`src/rtl/csr_bank_pkg.sv`:
```
package csr_bank_pkg;

  typedef enum logic [1:0] {
    ACC_RO = 2'd0,
    ACC_WO = 2'd1,
    ACC_RW = 2'd2
  } acc_e;

  function automatic int word_count(input int width, input int dw);
    return (width + dw - 1) / dw;
  endfunction

  function automatic bit may_read(input acc_e a);
    return a != ACC_WO;
  endfunction

  function automatic bit may_write(input acc_e a);
    return a != ACC_RO;
  endfunction

endpackage

```
`src/rtl/csr_field.sv`:
```
module csr_field #(
  parameter int                  W       = 8,
  parameter int                  DW      = 8,
  parameter int                  AW      = 4,
  parameter int                  BASE    = 1,
  parameter logic [W-1:0]        RST     = '0,
  parameter csr_bank_pkg::acc_e  BUS_ACC = csr_bank_pkg::ACC_RW,
  parameter csr_bank_pkg::acc_e  DEV_ACC = csr_bank_pkg::ACC_RO
) (
  input  logic          clk,
  input  logic          rst_n,
  input  logic [AW-1:0] adr,
  input  logic          we,
  input  logic [DW-1:0] wdat,
  output logic [DW-1:0] rd_word,
  input  logic [W-1:0]  dev_d,
  input  logic          dev_we,
  output logic [W-1:0]  dev_q
);
  import csr_bank_pkg::*;

  localparam int            NW     = word_count(W, DW);
  localparam int            PW     = NW * DW;
  localparam bit            BUS_RD = may_read(BUS_ACC);
  localparam bit            BUS_WR = may_write(BUS_ACC);
  localparam bit            DEV_RD = may_read(DEV_ACC);
  localparam bit            DEV_WR = may_write(DEV_ACC);
  localparam logic [AW-1:0] FIRST  = AW'(BASE);
  localparam logic [AW-1:0] LAST   = AW'(BASE + NW - 1);

  // word at offset idx from BASE holds bits starting here (MSB word first)
  function automatic int word_shift(input logic [AW-1:0] idx);
    return (NW - 1 - int'(idx)) * DW;
  endfunction

  logic [W-1:0]  q;
  logic [PW-1:0] qpad, mask, merged;
  logic [AW-1:0] widx;
  int            sh;
  logic          hit;
  logic          bus_wr;   // bus write event accepted by this field
  logic          dev_wr;   // core write event accepted by this field

  always_comb begin
    qpad    = PW'(q);
    hit     = (adr >= FIRST) && (adr <= LAST);
    widx    = adr - FIRST;
    sh      = word_shift(widx);
    bus_wr  = we && hit && BUS_WR;
    dev_wr  = dev_we && DEV_WR;
    mask    = PW'({DW{1'b1}}) << sh;
    merged  = (qpad & ~mask) | (PW'(wdat) << sh);
    rd_word = (hit && BUS_RD) ? DW'(qpad >> sh) : '0;
  end

  always_ff @(posedge clk or negedge rst_n) begin
    if (!rst_n)      q <= RST;
    else if (dev_wr) q <= dev_d;
    else if (bus_wr) q <= merged[W-1:0];
  end

  generate
    if (DEV_RD) begin : g_dev_view
      assign dev_q = q;
    end else begin : g_dev_hidden
      assign dev_q = '0;
    end
  endgenerate

  // a core write lands regardless of a simultaneous bus write
  p_core_wins_r7: assert property (@(posedge clk) disable iff (!rst_n)
    dev_wr |=> (q == $past(dev_d)));

  generate
    if (!BUS_WR) begin : g_ro_check
      // the bus cannot change a bus-read-only field
      p_bus_ignored_r8: assert property (@(posedge clk) disable iff (!rst_n)
        (!dev_wr) |=> $stable(q));
    end
  endgenerate

endmodule

```
`src/rtl/csr_bank.sv`:
```
module csr_bank #(
  parameter int               DW     = 8,
  parameter int               AW     = 4,
  parameter int               F0_W   = 20,
  parameter logic [F0_W-1:0]  F0_RST = 20'hA5C3E,
  parameter logic [DW-1:0]    F1_RST = 8'h81,
  parameter logic [DW-1:0]    F2_RST = 8'h5A
) (
  input  logic            clk,
  input  logic            rst_n,
  input  logic [AW-1:0]   bus_adr,
  input  logic            bus_we,
  input  logic [DW-1:0]   bus_wdat,
  output logic [DW-1:0]   bus_rdat,
  output logic [DW-1:0]   raw_wdat,
  output logic            raw_stb,
  input  logic [DW-1:0]   raw_rdat,
  output logic [F0_W-1:0] f0_q,
  input  logic [DW-1:0]   f1_d,
  input  logic            f1_we,
  output logic [DW-1:0]   f2_q,
  input  logic [DW-1:0]   f2_d,
  input  logic            f2_we
);
  import csr_bank_pkg::*;

  localparam int            F0_NW = word_count(F0_W, DW);
  localparam int            F0_B  = 1;
  localparam int            F1_B  = F0_B + F0_NW;
  localparam int            F2_B  = F1_B + 1;
  localparam logic [AW-1:0] RAW_A = '0;
  localparam logic [AW-1:0] F2_A  = AW'(F2_B);

  logic [DW-1:0] f0_rd, f1_rd, f2_rd, raw_rd, rd_next;
  logic [DW-1:0] f1_q_unused;
  logic          raw_hit;   // bus write event on the pass-through register

  csr_field #(.W(F0_W), .DW(DW), .AW(AW), .BASE(F0_B), .RST(F0_RST),
              .BUS_ACC(ACC_RW), .DEV_ACC(ACC_RO)) u_f0 (
    .clk(clk), .rst_n(rst_n), .adr(bus_adr), .we(bus_we), .wdat(bus_wdat),
    .rd_word(f0_rd), .dev_d('0), .dev_we(1'b0), .dev_q(f0_q));

  csr_field #(.W(DW), .DW(DW), .AW(AW), .BASE(F1_B), .RST(F1_RST),
              .BUS_ACC(ACC_RO), .DEV_ACC(ACC_WO)) u_f1 (
    .clk(clk), .rst_n(rst_n), .adr(bus_adr), .we(bus_we), .wdat(bus_wdat),
    .rd_word(f1_rd), .dev_d(f1_d), .dev_we(f1_we), .dev_q(f1_q_unused));

  csr_field #(.W(DW), .DW(DW), .AW(AW), .BASE(F2_B), .RST(F2_RST),
              .BUS_ACC(ACC_WO), .DEV_ACC(ACC_RW)) u_f2 (
    .clk(clk), .rst_n(rst_n), .adr(bus_adr), .we(bus_we), .wdat(bus_wdat),
    .rd_word(f2_rd), .dev_d(f2_d), .dev_we(f2_we), .dev_q(f2_q));

  always_comb begin
    raw_hit = bus_we && (bus_adr == RAW_A);
    raw_rd  = (bus_adr == RAW_A) ? raw_rdat : '0;
    rd_next = raw_rd | f0_rd | f1_rd | f2_rd;
  end

  always_ff @(posedge clk or negedge rst_n) begin
    if (!rst_n) begin
      bus_rdat <= '0;
      raw_stb  <= 1'b0;
      raw_wdat <= '0;
    end else begin
      bus_rdat <= rd_next;
      raw_stb  <= raw_hit;
      if (raw_hit) raw_wdat <= bus_wdat;
    end
  end

  // write to the pass-through register gives strobe and data next cycle
  p_raw_strobe_r2: assert property (@(posedge clk) disable iff (!rst_n)
    (bus_we && bus_adr == RAW_A) |=> (raw_stb && raw_wdat == $past(bus_wdat)));

  // no write, no strobe
  p_raw_quiet_r2: assert property (@(posedge clk) disable iff (!rst_n)
    !(bus_we && bus_adr == RAW_A) |=> !raw_stb);

  // pass-through read returns the core value of the address cycle
  p_raw_read_r3: assert property (@(posedge clk) disable iff (!rst_n)
    (bus_adr == RAW_A) |=> (bus_rdat == $past(raw_rdat)));

  // bus-write-only register reads as zero
  p_wo_zero_r9: assert property (@(posedge clk) disable iff (!rst_n)
    (bus_adr == F2_A) |=> (bus_rdat == '0));

  // addresses past the map read as zero
  p_unmapped_r1: assert property (@(posedge clk) disable iff (!rst_n)
    (bus_adr > F2_A) |=> (bus_rdat == '0));

endmodule

```
`config.mk`:
```
export PLATFORM = sky130hd
export DESIGN_NAME = csr_bank
export DESIGN_NICKNAME = d
export VERILOG_FILES = /design/src/rtl/csr_bank_pkg.sv /design/src/rtl/csr_field.sv /design/src/rtl/csr_bank.sv
export SDC_FILE = /design/constraint.sdc
export NUM_CORES = 1
export LEC_CHECK = 0
export CAP_MARGIN = 15
export CORE_MARGIN = 2
export CORE_UTILIZATION = 57
export CTS_CLUSTER_SIZE = 20
export DETAILED_ROUTE_END_ITERATION = 7
export DONT_BUFFER_PORTS = 1
export GPL_TIMING_DRIVEN = 0
export PLACE_DENSITY = 0.87
export SLEW_MARGIN = 25
export SYNTH_ARGS = -nofsm -noshare
export SYNTH_HDL_FRONTEND = slang
export SYNTH_HIERARCHICAL = 1
export SYNTH_SLANG_ARGS = --single-unit
```
`constraint.sdc`:
```
create_clock -name clk -period 1.2 [get_ports clk]
set_input_delay 0 -clock clk [delete_from_list [all_inputs] [get_ports clk]]
set_output_delay 0 -clock clk [all_outputs]
set_load 0.005 [all_outputs]
```
Word level (Yosys, flattened, before mapping)
Cells that the tools add are included.
W data, S select, Z words.
{"block": "word_totals", "out_inout_bits": 45, "reg_bits": 53}
{"block": "classes", "reduce_logical": 8, "mux": 5, "shift": 6, "order_cmp": 6, "n_addsub": 6, "bitwise": 8}
{"cell": "$mux W8", "n": 5}
{"cell": "$shl A8 B32 Y20", "n": 1}
{"cell": "$shl A8 B32 Y20 const A", "n": 1}
{"cell": "$shl A8 B32 Y8", "n": 1}
{"cell": "$shl A8 B32 Y8 const A", "n": 1}
{"cell": "$shr A20 B32 Y8", "n": 1}
{"cell": "$shr A8 B32 Y8", "n": 1}
{"cell": "$or A8 B8 Y8", "n": 3}
{"cell": "$and A20 B20 Y20", "n": 1}
{"cell": "$not A20 Y20", "n": 1}
{"cell": "$or A20 B20 Y20", "n": 1}
{"cell": "$sub A1 B4 Y5 const A", "n": 2}
{"cell": "$and A8 B8 Y8", "n": 1}
{"cell": "$ge A4 B3 Y1 const B", "n": 2}
{"cell": "$le A4 B3 Y1 const B", "n": 2}
{"cell": "$not A8 Y8", "n": 1}
{"cell": "$sub A4 B3 Y4 const B", "n": 2}
{"cell": "$logic_and A1 B1 Y1", "n": 6}
{"cell": "$sub A2 B4 Y5 const A", "n": 1}
{"cell": "$ge A4 B1 Y1 const B", "n": 1}
{"cell": "$le A4 B2 Y1 const B", "n": 1}
{"cell": "$logic_not A4 Y1", "n": 1}
{"cell": "$sub A4 B1 Y4 const B", "n": 1}
{"cell": "$reduce_bool A2 Y1", "n": 1}

Longest topological paths before layout
Gate-level depths: netlist (run 1).
{"block": "logic_depth", "depth_word": 8, "ltp_mapped": 8}

By module
Netlist (run 1), hierarchy kept.
{"module": "csr_field (u_f0)", "cells_per_inst": 78, "instances": 1, "area_per_inst_um2": 1034.7}
{"module": "csr_bank", "cells_per_inst": 37, "instances": 1, "area_per_inst_um2": 645.6}
{"module": "csr_field (u_f2)", "cells_per_inst": 62, "instances": 1, "area_per_inst_um2": 535.5}
{"module": "csr_field (u_f1)", "cells_per_inst": 44, "instances": 1, "area_per_inst_um2": 524.3}

Worst setup path after synthesis (run 1)
Ideal clock, no wire load.
{"block": "synth_timing", "path_kind": "in2reg", "start": "input port bus_adr[0]", "end": "register bus_rdat[0]", "cell_stages": 8, "required_ps": 1071, "path_slack_ps": -408, "setup_ps": 129, "arrival_time_ps": 1480, "path_cell_list": "buf_2 > inv_1 > ha_1 > buf_2 > mux2_2 > nand2_1 > a21oi_1 > a2111o_1"}
{"block": "synth_via", "elab_chain_cells": 6, "elab_cells_between_ends": 18, "cone_classes": "add/sub (4); order compare (4); shift (2); mux (3); bitwise (2); reduce/logical (3)"}
{"item": "from (decl)", "line_no": "csr_bank.sv:11", "text": "input logic [AW-1:0] bus_adr,"}
{"item": "$sub A4 B1 Y4", "line_no": "csr_field.sv:47", "text": "widx = adr - FIRST;"}
{"item": "$sub A2 B4 Y5", "line_no": "csr_field.sv:33", "text": "return (NW - 1 - int'(idx)) * DW;"}
{"item": "$shr A20 B32 Y8", "line_no": "csr_field.sv:53", "text": "rd_word = (hit && BUS_RD) ? DW'(qpad >> sh) : '0;"}
{"item": "$mux W8 *", "line_no": "csr_field.sv:53"}
{"item": "via f0_rd[0]", "line_no": "csr_bank.sv:34", "text": "logic [DW-1:0] f0_rd, f1_rd, f2_rd, raw_rd, rd_next;"}
{"item": "$or A8 B8 Y8 * (2 in series)", "line_no": "csr_bank.sv:56", "text": "rd_next = raw_rd | f0_rd | f1_rd | f2_rd;"}
{"item": "via rd_next[0]", "line_no": "csr_bank.sv:34"}
{"item": "to (signal assigned)", "line_no": "csr_bank.sv:65", "text": "bus_rdat <= rd_next;"}
{"item": "to (decl)", "line_no": "csr_bank.sv:14", "text": "output logic [DW-1:0] bus_rdat,"}
Mark *: on every way through the listed nets, which the timed path passes. The rest lies on a longest branch.
A chain may end at the register's enable or synchronous reset.

Worst setup path after layout (run 1)
{"block": "layout_timing", "start": "register u_f0.q[0], in the netlist u_f0/dev_q[0]", "end": "register bus_rdat[0]"}
{"block": "layout_via", "elab_chain_cells": 4}
{"item": "from (decl)", "line_no": "csr_field.sv:36", "text": "logic [W-1:0] q;"}
{"item": "from (signal assigned)", "line_no": "csr_field.sv:58", "text": "else if (dev_wr) q <= dev_d;"}
{"item": "from (signal assigned)", "line_no": "csr_field.sv:59", "text": "else if (bus_wr) q <= merged[W-1:0];"}
{"item": "$shr A20 B32 Y8", "line_no": "csr_field.sv:53"}
{"item": "$mux W8", "line_no": "csr_field.sv:53"}
{"item": "via f0_rd[0]", "line_no": "csr_bank.sv:34"}
{"item": "$or A8 B8 Y8 (2 in series)", "line_no": "csr_bank.sv:56"}
{"item": "via rd_next[0]", "line_no": "csr_bank.sv:34"}
The timed path passes the listed nets, and every way through them passes these cells.

==> impl_metrics.tcl, run 1 <==
set metrics [dict create \
    drive_above_1_share_pct 35.61 \
    hold_viol 54 \
    cts_made_buffers 5 \
    nNetsFinal 311 \
    post-route-period-util_pct 104.7 \
    cts_hold_buffers 38 \
    grt_pass1_wl_um 10510 \
    power_density_nw_per_um2 1339 \
    dpl-instance-area_um2 2843 \
    rows 24 \
    worst_slew_pin_slew_ns 0.6533 \
    crit_slowest_cell "dfrtp_1" \
    slew_viol_final 0 \
    fin_ws_ns -0.05604 \
    ios 86 \
    cts.sinks 53 \
    holdWs_ns -0.6215 \
    ant_nets 0 \
    hold_path_class "input pin to asynchronous set/reset pin" \
    dieHeight_um 72.48 \
    gp_congestion 0.8076 \
    track_usage_pct 26.44 \
    dr.pass1.iters 4 \
    timing.setup.tns_ns -0.06381 \
    rsz0062_at_grt "true" \
    clkTransAtPathRegs_ns 0.09 \
    die_w_um 72.48 \
    clock_skew_ns 0.002156 \
    dp.final_hpwl_um 4280 \
    cts_tree "yes" \
    clockBufferDepth 2 \
    relSlewSlack_pct 56.12 \
    avgViaCountPerCell 6.019 \
    port-buffer-count 0 \
    cp-end-kind "flip-flop" \
    avgRoutedWirePerCell_um 20.72 \
    yosysWarnings 6 \
    worst_ep_required_time_ns 1.39 \
    design_area_um2 3351 \
    crit_chain "mux2_4 -> nand2_2 -> a21oi_2 -> a2111o_1" \
    ir_drop_mv 0.9335 \
    critPathLaunchType "flip-flop" \
    antenna_found_initial 0 \
    cts_setup_buffers 0 \
    h-tree-depth 2 \
    drc_errors 0 \
    area_growth_syn_to_layout_pct 25.37 \
    status "finished, violations left" \
    cap_violations 0 \
    worstPathMaxFanout 3 \
    syn_area_um2 2673 \
    finalSetupViolations 2 \
    overflow 0 \
    first_iter_violations 86 \
    initial_core_util_pct 60.14 \
    max_freq_mhz 796.2 \
    clkLatencyLatePin_ns 0.30 \
    fp.coreArea_um2 4444 \
    grt_max_degree 54 \
    syn_area_per_cell_um2 12.67 \
    slowest_delay_ns 0.44 \
    fp.dieArea_um2 5253 \
    crit_arrival_ns 1.44 \
    crit_type "flip-flop to flip-flop" \
    violations "hold timing, setup timing" \
    n_antenna_cell 0 \
    synth_cells 211 \
    total_power_mw 4.486 \
    grt_pass1_vias 2046 \
    cts_root_buffer "clkbuf_8" \
    min_period_ns 1.256 \
    vias 1902 \
    power_leakage_nw 1.466 \
    drt-total-wl_um 6546 \
]
## through the flow
| step | setup WS [ns] | utilization [%] | instances |
|---|---|---|---|
| final | -0.05604 | 75.39 | 316 |
| after detailed placement | -0.2320 | 63.96 | 270 |
| after floorplan | -0.1150 | - | 218 |
| after CTS | -0.04880 | 75.28 | 316 |
| after global routing | -0.09587 | 75.39 | 316 |
| after global placement | -0.2079 | 63.96 | 270 |
## per-layer routing
layer	wire [µm]	track usage (%)	vias up
li1	-	-	865
met1	2626	32.69	933
met2	3309	46.08	94
met3	539	7.917	10
met4	71	5.556	0
met5	0	0	-
## worst paths after layout
check,start,to,slack (ns),depth (start not counted)
min in group clk,bus_adr[2],raw_stb,-0.01,3
hold / removal,rst_n,bus_rdat[1],-0.62,0
setup reg to reg,u_f0/dev_q[0],bus_rdat[0],-0.06,4
hold reg to reg,u_f1/q[6],u_f1/q[6],0.51,1
setup / recovery,u_f0/dev_q[0],bus_rdat[0],-0.06,4
max in group asynchronous,rst_n,u_f0/dev_q[12],1.62,0
## registers in the layout (all words and copies together), names as in the netlist
signal	cells
bus_rdat	8
raw_stb	1
raw_wdat	8
u_f0/dev_q	20
u_f1/q	8
u_f2/dev_q	8
## area by class of cell
| type | instances | area [µm²] |
|---|---|---|
| Clock buffer | 7 | 86.33 |
| Buffer | 16 | 132.6 |
| Tap cell | 52 | 65.06 |
| Inverter | 9 | 38.79 |
| Sequential cell | 53 | 1348 |
| Fill cell | 296 | 1094 |
| Timing Repair Buffer | 38 | 380.4 |
| Multi-Input combinational cell | 140 | 1270 |
| Clock inverter | 1 | 30.03 |
## worst max-delay path: cells and delay by family, from the launching register on
family | cells | cell delay (ns)
and+or+nand+nor | 1 | 0.06
AOI/OAI and AO/OA | 2 | 0.35
DFF | 1 | 0.44
muxes | 1 | 0.29
## layout by cell type, fill, tap and decap left out, types with 3 or more instances in the layout
cell,count
clkbuf_8,6
inv_1,8
a31oi_1,8
ha_1,6
mux2_2,28
mux2i_1,4
a2111o_1,8
mux2_4,12
dfrtp_1,36
nor2_1,12
a21oi_1,3
o21ai_0,8
nand3_1,8
dfstp_2,17
nand4_1,4
conb_1,8
dlygate4sd3_1,38
nand2_2,3
nor4b_1,8
buf_4,10
## what timing repair did
| item | CTS | global route |
|---|---|---|
| hold endpoints to repair | 106 | 54 |
| cloned | 0 | 0 |
| setup endpoints to repair | 2 | 4 |
| gates resized for setup | 2 | 2 |
## report_power, final
| group | switching (mW) | internal (mW) |
|---|---|---|
| combinational | 0.291 | 0.500 |
| clock | 0.573 | 0.681 |
| sequential | 0.277 | 2.16 |
Note: power is estimated with default switching activity, not from simulation.
==> inputs of run 2 (changes only) <==
--- a/config.mk
+++ b/config.mk
@@ -7,12 +7,13 @@
 export LEC_CHECK = 0
 export CAP_MARGIN = 15
 export CORE_MARGIN = 2
-export CORE_UTILIZATION = 57
+export CORE_UTILIZATION = 30
+export CTS_BUF_LIST = sky130_fd_sc_hd__clkbuf_16
 export CTS_CLUSTER_SIZE = 20
 export DETAILED_ROUTE_END_ITERATION = 7
 export DONT_BUFFER_PORTS = 1
 export GPL_TIMING_DRIVEN = 0
-export PLACE_DENSITY = 0.87
+export PLACE_DENSITY_LB_ADDON = 0.05
 export SLEW_MARGIN = 25
 export SYNTH_ARGS = -nofsm -noshare
 export SYNTH_HDL_FRONTEND = slang
==> impl_metrics.tcl, run 2 (synthesis gave the netlist of run 1 again) <==
set metrics [dict create \
    placedCellCount 326 \
    vias 1898 \
    ir_drop_mv 0.5663 \
    critPathLaunchType "flip-flop" \
    nNetsFinal 310 \
    cp-end-kind "flip-flop" \
    gp_congestion 0.8203 \
    worstPathMaxFanout 3 \
    rows 34 \
    port-buffer-count 0 \
    post-route-period-util_pct 102.8 \
    largest_reg_flops 20 \
    avgRoutedWirePerCell_um 19.24 \
    grt_max_degree 54 \
    h-tree-depth 2 \
    fp.coreArea_um2 8678 \
    status "finished, violations left" \
    power_leakage_nw 1.474 \
    cts_setup_buffers 0 \
    cts_root_buffer "clkbuf_16" \
    fill_cells 844 \
    fin_ws_ns -0.03303 \
    ant_nets 0 \
    ios 86 \
    overflow 0 \
    crit_type "flip-flop to flip-flop" \
    clockBufferDepth 2 \
    area_growth_syn_to_layout_pct 28.75 \
    hold_path_class "input pin to asynchronous set/reset pin" \
    clock_skew_ns 0.006184 \
    track_usage_pct 15.02 \
    seq_area_um2 1348 \
    place_ws_ns -0.2563 \
    instances_no_fill 371 \
    post-route-util_pct 39.65 \
    power_density_nw_per_um2 1343 \
    antenna_found_initial 0 \
    worst_slew_pin_slew_ns 0.6567 \
    crit_arrival_ns 1.39 \
    final_cell_mix "dlygate4sd3_1 (37), dfrtp_1 (36), mux2_2 (28)" \
    dieHeight_um 98.39 \
    slew_viol_final 0 \
    initial_core_util_pct 30.80 \
    dr.pass1.iters 4 \
    final_common_cell "dlygate4sd3_1" \
    grt_pass1_wl_um 11340 \
    drive_above_1_share_pct 36.12 \
    cts_tree "yes" \
    violations "hold timing, setup timing" \
    timing.setup.tns_ns -0.05629 \
    n_antenna_cell 0 \
    drt-total-wl_um 7137 \
    cts_hold_buffers 37 \
    relSlewSlack_pct 55.89 \
    die_w_um 98.39 \
    hold_viol 53 \
    cts.sinks 53 \
    holdWs_ns -0.5989 \
    max_freq_mhz 811.0 \
    grt_pass1_vias 2071 \
    min_period_ns 1.233 \
    multiInputGateArea_um2 1274 \
    first_iter_violations 31 \
    clkLatencyLatePin_ns 0.29 \
    cts_made_buffers 5 \
    rsz0062_at_grt "true" \
    drc_errors 0 \
    fp.dieArea_um2 9680 \
    clkTransAtPathRegs_ns 0.07 \
    finalSetupViolations 2 \
    worst_ep_required_time_ns 1.36 \
    avgViaCountPerCell 5.116 \
    cap_violations 0 \
    dp.final_hpwl_um 5366 \
]
## run 2: worst paths after layout
| check | depth (start not counted) | from | slack, ns | to |
|---|---|---|---|---|
| setup reg to reg | 4 | u_f0/dev_q[18] | -0.03 | bus_rdat[2] |
| setup / recovery | 4 | u_f0/dev_q[18] | -0.03 | bus_rdat[2] |
| min in group clk | 3 | bus_adr[2] | 0.02 | raw_stb |
| max in group asynchronous | 0 | rst_n | 1.61 | u_f2/dev_q[3] |
| hold reg to reg | 1 | u_f1/q[5] | 0.51 | u_f1/q[5] |
| hold / removal | 0 | rst_n | -0.60 | u_f0/dev_q[18] |
## run 2: layout make-up
cell class	count	share of cell area [%]
well taps	108	3.927
inverters	9	1.127
flip-flops and latches	53	39.16
clock inverters	3	0.5091
multi-input cells	140	37.02
plain buffers	16	3.855
repair buffers	37	10.76
clock buffers	5	3.636
## run 2: where the power goes
group | switching, mW | internal, mW
Combinational | 0.290 | 0.498
Clock | 0.629 | 0.767
Sequential | 0.269 | 2.17
Total | 1.19 | 3.43
## run 2: critical path, stage by stage, from the launching register on
cell      delay [ns]
dfrtp_1         0.41
mux2_4          0.27
nand2_2         0.07
a21oi_2         0.06
a2111o_1        0.30
## run 2: per-stage QoR
stage / area (µm²) / hold slack, ns / total power, mW
finish: 3441 / -0.5989 / 4.619
global route: 3441 / -0.6167 / 4.857
CTS: 3441 / -0.6086 / 4.689
detailed placement: 2913 / -0.2938 / 3.131
global placement: 2913 / -0.2943 / 3.094
floorplan: 2778 / -0.2956 / 2.947
## run 2: metal layers
layer | vias to the layer above | GRT usage [%] | share of wire (%)
li1 | 861 | - | -
met1 | 953 | 18.37 | 41
met2 | 76 | 25.17 | 49
met3 | 8 | 5.440 | 8.0
met4 | 0 | 3.899 | 1.3
met5 | - | 0 | 0
## run 2: timing repair
item | in CTS | in global routing
gates resized for setup | 5 | 0
hold endpoints to repair | 106 | 53
endpoints found under the setup margin | 4 | 4
